===== src/rtl/mwm_pkg.sv =====
`timescale 1ns/1ps
package mwm_pkg;
    localparam int NPORTS = 3;
    localparam int NRAND  = 2;
    typedef enum int {PORT_A = 0, PORT_B = 1, PORT_C = 2} port_e;
    localparam logic [31:0] LFSR_TAPS = 32'h80200003;
endpackage


===== src/rtl/mwm_lfsr.sv =====
`timescale 1ns/1ps
module mwm_lfsr #(
    parameter int          W    = 32,
    parameter logic [W-1:0] SEED = 1,
    parameter logic [W-1:0] TAPS = 32'h80200003
) (
    input  logic         clk,
    input  logic         rst_n,
    input  logic         step,
    output logic [W-1:0] word
);
    logic [W-1:0] state_q;
    logic [W-1:0] state_d;

    always_comb begin
        state_d = {1'b0, state_q[W-1:1]};
        if (state_q[0]) begin
            state_d = state_d ^ TAPS;
        end
    end

    always_ff @(posedge clk or negedge rst_n) begin
        if (!rst_n) begin
            state_q <= SEED;
        end else if (step) begin
            state_q <= state_d;
        end
    end

    assign word = state_q;
endmodule


===== src/rtl/mwm_collide.sv =====
`timescale 1ns/1ps
module mwm_collide #(
    parameter int         AW   = 5,
    parameter logic [2:0] EXCL = 3'b000
) (
    input  logic [2:0]    en,
    input  logic [AW-1:0] addr_a,
    input  logic [AW-1:0] addr_b,
    input  logic [AW-1:0] addr_c,
    output logic          hit_ab,
    output logic          hit_ac,
    output logic          hit_bc,
    output logic          act_a,
    output logic          act_b,
    output logic [2:0]    we
);
    generate
        if (EXCL[0]) begin : g_ab_off
            assign hit_ab = 1'b0;
        end else begin : g_ab_on
            assign hit_ab = en[0] && en[1] && (addr_a == addr_b);
        end
        if (EXCL[1]) begin : g_ac_off
            assign hit_ac = 1'b0;
        end else begin : g_ac_on
            assign hit_ac = en[0] && en[2] && (addr_a == addr_c);
        end
        if (EXCL[2]) begin : g_bc_off
            assign hit_bc = 1'b0;
        end else begin : g_bc_on
            assign hit_bc = en[1] && en[2] && (addr_b == addr_c);
        end
    endgenerate

    assign act_a = hit_ab || hit_ac;
    assign act_b = hit_bc;

    assign we[0] = en[0];
    assign we[1] = en[1] && !hit_ab;
    assign we[2] = en[2] && !(hit_ac || hit_bc);
endmodule


===== src/rtl/mwm_store.sv =====
`timescale 1ns/1ps
module mwm_store #(
    parameter int DEPTH  = 32,
    parameter int DW     = 32,
    parameter int NPORTS = 3,
    localparam int AW    = $clog2(DEPTH)
) (
    input  logic                         clk,
    input  logic [NPORTS-1:0]            we,
    input  logic [NPORTS-1:0][AW-1:0]    waddr,
    input  logic [NPORTS-1:0][DW-1:0]    wdata,
    input  logic [AW-1:0]                raddr,
    output logic [DW-1:0]                rdata
);
    logic [DW-1:0] mem [DEPTH];

    always_ff @(posedge clk) begin
        for (int p = 0; p < NPORTS; p++) begin
            if (we[p]) begin
                mem[waddr[p]] <= wdata[p];
            end
        end
    end

    assign rdata = mem[raddr];
endmodule


===== src/rtl/mwm_resolver.sv =====
`timescale 1ns/1ps
module mwm_resolver
    import mwm_pkg::*;
#(
    parameter int          DEPTH  = 32,
    parameter int          DW     = 32,
    parameter logic [2:0]  EXCL   = 3'b000,
    parameter logic [31:0] SEED_A = 32'hACE1_2468,
    parameter logic [31:0] SEED_B = 32'h1357_BDF1,
    localparam int         AW     = $clog2(DEPTH)
) (
    input  logic          clk,
    input  logic          rst_n,
    input  logic          wa_en,
    input  logic [AW-1:0] wa_addr,
    input  logic [DW-1:0] wa_data,
    input  logic          wb_en,
    input  logic [AW-1:0] wb_addr,
    input  logic [DW-1:0] wb_data,
    input  logic          wc_en,
    input  logic [AW-1:0] wc_addr,
    input  logic [DW-1:0] wc_data,
    input  logic [AW-1:0] rd_addr,
    output logic [DW-1:0] rd_data
);
    logic                      hit_ab, hit_ac, hit_bc;
    logic [NRAND-1:0]          rnd_step;
    logic [NRAND-1:0][DW-1:0]  rnd_word;
    logic [NPORTS-1:0]         port_we;
    logic [NPORTS-1:0][AW-1:0] port_addr;
    logic [NPORTS-1:0][DW-1:0] port_data;

    mwm_collide #(.AW(AW), .EXCL(EXCL)) u_collide (
        .en     ({wc_en, wb_en, wa_en}),
        .addr_a (wa_addr),
        .addr_b (wb_addr),
        .addr_c (wc_addr),
        .hit_ab (hit_ab),
        .hit_ac (hit_ac),
        .hit_bc (hit_bc),
        .act_a  (rnd_step[PORT_A]),
        .act_b  (rnd_step[PORT_B]),
        .we     (port_we)
    );

    generate
        for (genvar g = 0; g < NRAND; g++) begin : g_rnd
            localparam logic [DW-1:0] SEED_G = (g == 0) ? DW'(SEED_A) : DW'(SEED_B);
            mwm_lfsr #(.W(DW), .SEED(SEED_G), .TAPS(DW'(LFSR_TAPS))) u_lfsr (
                .clk   (clk),
                .rst_n (rst_n),
                .step  (rnd_step[g]),
                .word  (rnd_word[g])
            );
        end
    endgenerate

    assign port_addr[PORT_A] = wa_addr;
    assign port_addr[PORT_B] = wb_addr;
    assign port_addr[PORT_C] = wc_addr;
    assign port_data[PORT_A] = rnd_step[PORT_A] ? rnd_word[PORT_A] : wa_data;
    assign port_data[PORT_B] = rnd_step[PORT_B] ? rnd_word[PORT_B] : wb_data;
    assign port_data[PORT_C] = wc_data;

    mwm_store #(.DEPTH(DEPTH), .DW(DW), .NPORTS(NPORTS)) u_store (
        .clk   (clk),
        .we    (port_we),
        .waddr (port_addr),
        .wdata (port_data),
        .raddr (rd_addr),
        .rdata (rd_data)
    );
endmodule


===== config.mk =====
export PLATFORM = sky130hd
export DESIGN_NAME = mwm_resolver
export DESIGN_NICKNAME = d
export VERILOG_FILES = /design/src/rtl/mwm_pkg.sv /design/src/rtl/mwm_lfsr.sv /design/src/rtl/mwm_collide.sv /design/src/rtl/mwm_store.sv /design/src/rtl/mwm_resolver.sv
export SDC_FILE = /design/constraint.sdc
export NUM_CORES = 2
export LEC_CHECK = 0
export CORE_AREA = 2 2 475 477
export CTS_BUF_LIST = sky130_fd_sc_hd__clkbuf_16
export CTS_CLUSTER_DIAMETER = 100
export CTS_CLUSTER_SIZE = 25
export DETAILED_ROUTE_END_ITERATION = 10
export DIE_AREA = 0 0 477 479
export PLACE_DENSITY = 0.51
export RECOVER_POWER = 25
export SYNTH_ARGS = -nofsm -noshare
export SYNTH_HDL_FRONTEND = slang
export SYNTH_HIERARCHICAL = 1
export SYNTH_SLANG_ARGS = --single-unit

===== constraint.sdc =====
create_clock -name clk -period 3.2 [get_ports clk]
set_input_delay 0.8 -clock clk [delete_from_list [all_inputs] [get_ports clk]]
set_output_delay 0.8 -clock clk [all_outputs]
set_load 0.05 [all_outputs]

# After elaboration in Yosys (flattened, before gate mapping)
# Memories as Yosys holds them, arrays and structs flattened.
# Cells that the tools add are included.
[op_classes]
n_eq_ne = 3
reduce_logical = 12
bitwise_logic = 2
n_mux = 10
[op_table]
columns = ["operator", "count"]
rows = [
  ["$mux 32", 4],
  ["$eq 5x5->1", 3],
  ["$logic_and 1x1->1", 8],
  ["$not 3->4", 2],
  ["$mux 1", 6],
  ["$logic_not 1->1", 2],
  ["$logic_or 1x1->1", 2],
]
[word_totals]
ramBits = 1024
inputBits = 121
memories = 1
elab_cells = 30
regBits = 64
[memory_table]
columns = ["name", "depth", "width", "rd", "rd_clocked_by_memory_dff", "write_ports", "line_no", "rtl"]
rows = [
  ["u_store.mem", 32, 32, 1, 0, 3, "mwm_store.sv:15", "logic [DW-1:0] mem [DEPTH];"],
]

# Longest topological paths before layout
[logic_depth]
word_depth = 7
mapped_depth = 11
ltp_nobuf = 9

# Modules after synthesis
# Netlist, hierarchy kept.
[by_module_without_submodules]
columns = ["mod", "cells_each", "seq_area_each_um2", "instances", "area_each_um2"]
rows = [
  ["mwm_store", 6023, 30749.5, 1, 62328.5],
  ["mwm_lfsr at g_rnd[1].u_lfsr", 102, 824.5, 1, 1572.8],
  ["mwm_lfsr at g_rnd[0].u_lfsr", 102, 817.0, 1, 1565.3],
  ["mwm_resolver", 72, 0.0, 1, 1088.5],
  ["mwm_collide", 29, 0.0, 1, 212.7],
]

# Worst setup path after synthesis
# OpenSTA, ideal clock, no wires.
[synth_timing]
path_type = "input to register"
startpoint = "input wb_addr[4]"
endpoint = "memory u_store.mem[20][0] (enable)"
n_path_buf = 2
t_arrival_ps = 3057
required_ps = 2808
slack_ps = -248
stages = 9
setup_time_ps = 392
path_cell_list = "xor2_1 nor4_1 nand4_1 and2_1 or3b_1 buf_2 nor2_8 buf_6 a221o_1"
[synth_rtl]
columns = ["item", "line_no", "rtl"]
rows = [
  ["start: declaration", "mwm_resolver.sv:18", "input logic [AW-1:0] wb_addr,"],
  ["end: declaration", "mwm_store.sv:15", ""],
]

# Worst setup path in the final report
[layout_timing]
startpoint = "input rd_addr[1]"
endpoint = "output rd_data[4]"
[layout_via]
elab_chain_cells = 1
[layout_lines]
columns = ["item", "line_no", "rtl"]
rows = [
  ["start: declaration", "mwm_resolver.sv:23", "input logic [AW-1:0] rd_addr,"],
  ["$mem_v2 32x32", "n/a", ""],
  ["end: declaration", "mwm_resolver.sv:24", "output logic [DW-1:0] rd_data"],
]
# No other way between the ends.

==> run summary <==
The wire length of the first global-routing pass is 369.8 mm. The share of layout cells above drive strength 1 came out at 21.14%. The pin count of the biggest net entering global routing is 65. The count of antenna-violating nets left after detailed routing came out at 0. The detailed-routing iteration count for the pre-antenna-repair pass is 8. The detailed-placement wirelength estimate came out at between 150 and 200 mm. The floorplan step defined a die boundary enclosing 228,500 µm². The worst setup path is captured at a primary output. The cell with the largest stage delay on the worst path is a31oi_4. The number of antenna violations at the first check in global routing came out at 3. The signed area change from the synthesized netlist to the final layout is 22.99%. In this run the tool buffered the top-level ports with 152 buffer cells. The synthesized instance count is 6,325. The die boundary width came out at 477 µm. The number of placement rows came out at 174. The arrival time reported for the critical path endpoint came out at 2.61 ns. After detailed routing, the total wire length is 260.6 mm. The checks that failed: negative setup slack. The final core area utilization came out at 36.72%. The area of combinational cells with multiple inputs came out at 32,880 µm². The residual overflow from global routing came out at 0. The cell area after technology mapping is between 60,000 and 70,000 µm². In this run the standard cell core region covers 223,600 µm². The number of global-route vias before repair came out at ~50,000.

The final net count came out at 6,611. For this configuration, the core starts out at a cell density of between 20% and 30%. The max-slew violation total from the final report came out at 0. The buffer levels on the longest clock path came out at 3. The power per unit of standard cell area is 374.5 nW/µm². CTS built an H-tree with a depth of 2. The final weighted congestion of routability-driven global placement came out at 0.8630. The I/O pin count came out at 153. Setup repair after global routing could not meet its margin everywhere.

The number of nets in the synthesized netlist came out at between 6,000 and 7,000. The average cell area after synthesis came out at 10.55 µm². The worst vdd rail ir drop came out at 437.1 µV. The transition time at the pin with the least slew margin came out at around 1.4 ns. The via density per instance came out at 5.416. The height of the die came out at 479 µm.

Based on the critical path, the design can be clocked at up to 292.9 MHz. The final worst clock skew is 0.03427 ns. Yosys printed 6 warnings.

The number of failing setup endpoints in the final timing report is ~130. The total number of clock tree sinks came out at 1,088. The sequential standard cell area is 32,390 µm². The number of hold violations in the final report came out at 0. After filler insertion, the fill cell instance count of the layout stands at 21,760. The final period utilization came out at 106.7%. The data required time at the worst endpoint came out at 2.40 ns. The critical-path maximum fanout is 6. The average detailed-routed wire length per instance is 27.39 µm. The leakage power summed over all cells came out at 31.27 nW. The count of max-cap constraint violations came out at 0.

The all-layer global routing usage came out at 21.79%. Counting I/O delays and the setup requirement, the final critical path takes 3.414 ns. The delay of the slowest cell on the worst path came out at 0.26 ns. The minimum setup slack in the final design is -0.2137 ns. The iteration-0 DRC count of the detailed router is 6,091.

The classification of the worst setup path is input pin to primary output. Summing over every cut layer, the via total after detailed routing is 51,545. The insertion delay of the later-clocked pin in the worst-skew pair is 0.75 ns. The worst slack at placement is -1.022 ns. The number of buffers added by the clock tree synthesis step is 53.

The number of remaining DRC errors is 0. Headroom to the max-slew limit came out at 6.289%. Traced cell by cell, the critical path runs through buf_16, buf_12, buf_16, buf_12, buf_16, buf_12, mux2i_1, a21oi_1, a31oi_4, nand3_4, buf_8. The element type at the critical path start is an input pin. The root buffer cell is clkbuf_16. The worst min-delay path class is flip-flop to flip-flop.

The CTS tree is yes. The design draws 0.03074 W. The clock-pin slew reported for the worst setup and hold paths after clock tree synthesis came out at 0.09 ns. The run finished, with violations left.
metal layers:
metal  global-route usage [%]  wire, µm
met4                    5.980      8406
met2                    35.56    121200
met3                    2.580     17960
met1                    30.39    113100
met5                        0         0
through the flow:
| stage | instance area [µm²] | hold WS (ns) | TNS, ns | std cells |
|---|---|---|---|---|
| 2_1_floorplan | 66840 | 0.4738 | 0 | 6325 |
| 3_3_place_gp | 75730 | 0.4920 | -1121.24 | 9277 |
| 3_5_place_dp | 75730 | 0.5116 | -1124.68 | 9277 |
| 4_1_cts | 81130 | 0.5063 | -5.375 | 9467 |
| 5_1_grt | 82100 | 0.5595 | -77.31 | 9517 |
| 6_report | 82100 | 0.5286 | -6.431 | 9517 |
worst max-delay path, delay by kind of cell:
family | cells | cell delay [ns]
AO/OA/AOI/OAI | 2 | 0.43
buffers and inverters | 7 | 0.97
multiplexers | 1 | 0.24
AND/OR/NAND/NOR | 1 | 0.14
layout make-up:
| class | instances | area share [%] |
|---|---|---|
| clock buffers | 55 | 1.676 |
| flip-flops and latches | 1088 | 39.45 |
| well taps | 2992 | 4.560 |
| repair buffers | 917 | 14.01 |
| multi-input cells | 4430 | 40.04 |
| clock inverters | 34 | 0.2515 |
| diodes | 1 | 0.003048 |
worst paths after layout:
check                                         startpoint                  endpoint  slack, ns  cells after the start
min in group asynchronous                          rst_n  g_rnd[1].u_lfsr/word[29]       0.71                      2
worst max register to register   g_rnd[1].u_lfsr/word[8]        u_store/mem[11][8]       1.60                      3
worst min register to register  g_rnd[0].u_lfsr/word[25]  g_rnd[0].u_lfsr/word[25]       0.53                      1
worst max-delay path                          rd_addr[1]                rd_data[4]      -0.21                     11
max in group asynchronous                          rst_n   g_rnd[0].u_lfsr/word[9]       0.61                      3
worst min-delay path            g_rnd[0].u_lfsr/word[25]  g_rnd[0].u_lfsr/word[25]       0.53                      1
sequential cells by signal, summed over array words and instances (netlist names):
| signal | cells |
|---|---|
| g_rnd.u_lfsr/word | 64 |
| u_store/mem | 1024 |
power breakdown:
part	internal (W)	total, W	switching (W)
clock network	0.00320	0.00835	0.00515
registers	0.0162	0.0164	0.000178
logic	0.00248	0.00603	0.00355
repair_timing:
item | 4_1_cts | 5_1_grt
hold buffers | 1 | 0
gates cloned | 29 | 15
setup endpoints to repair | 32 | 338
setup buffers | 85 | 47
resized for setup | 496 | 156
pin swaps | 91 | 103
hold endpoints to repair | 7 | 0
placed cells by master (no fill, tap or decap), drive strengths merged, types with 108 or more instances in the layout:
cell,n
a21oi,628
buf,745
clkbuf,108
clkdlybuf4s50,112
edfxtp,1024
mux2,123
mux2i,1536
nand2,666
nor2,556
o21ai,512
Power figures use the tool's default switching activity.
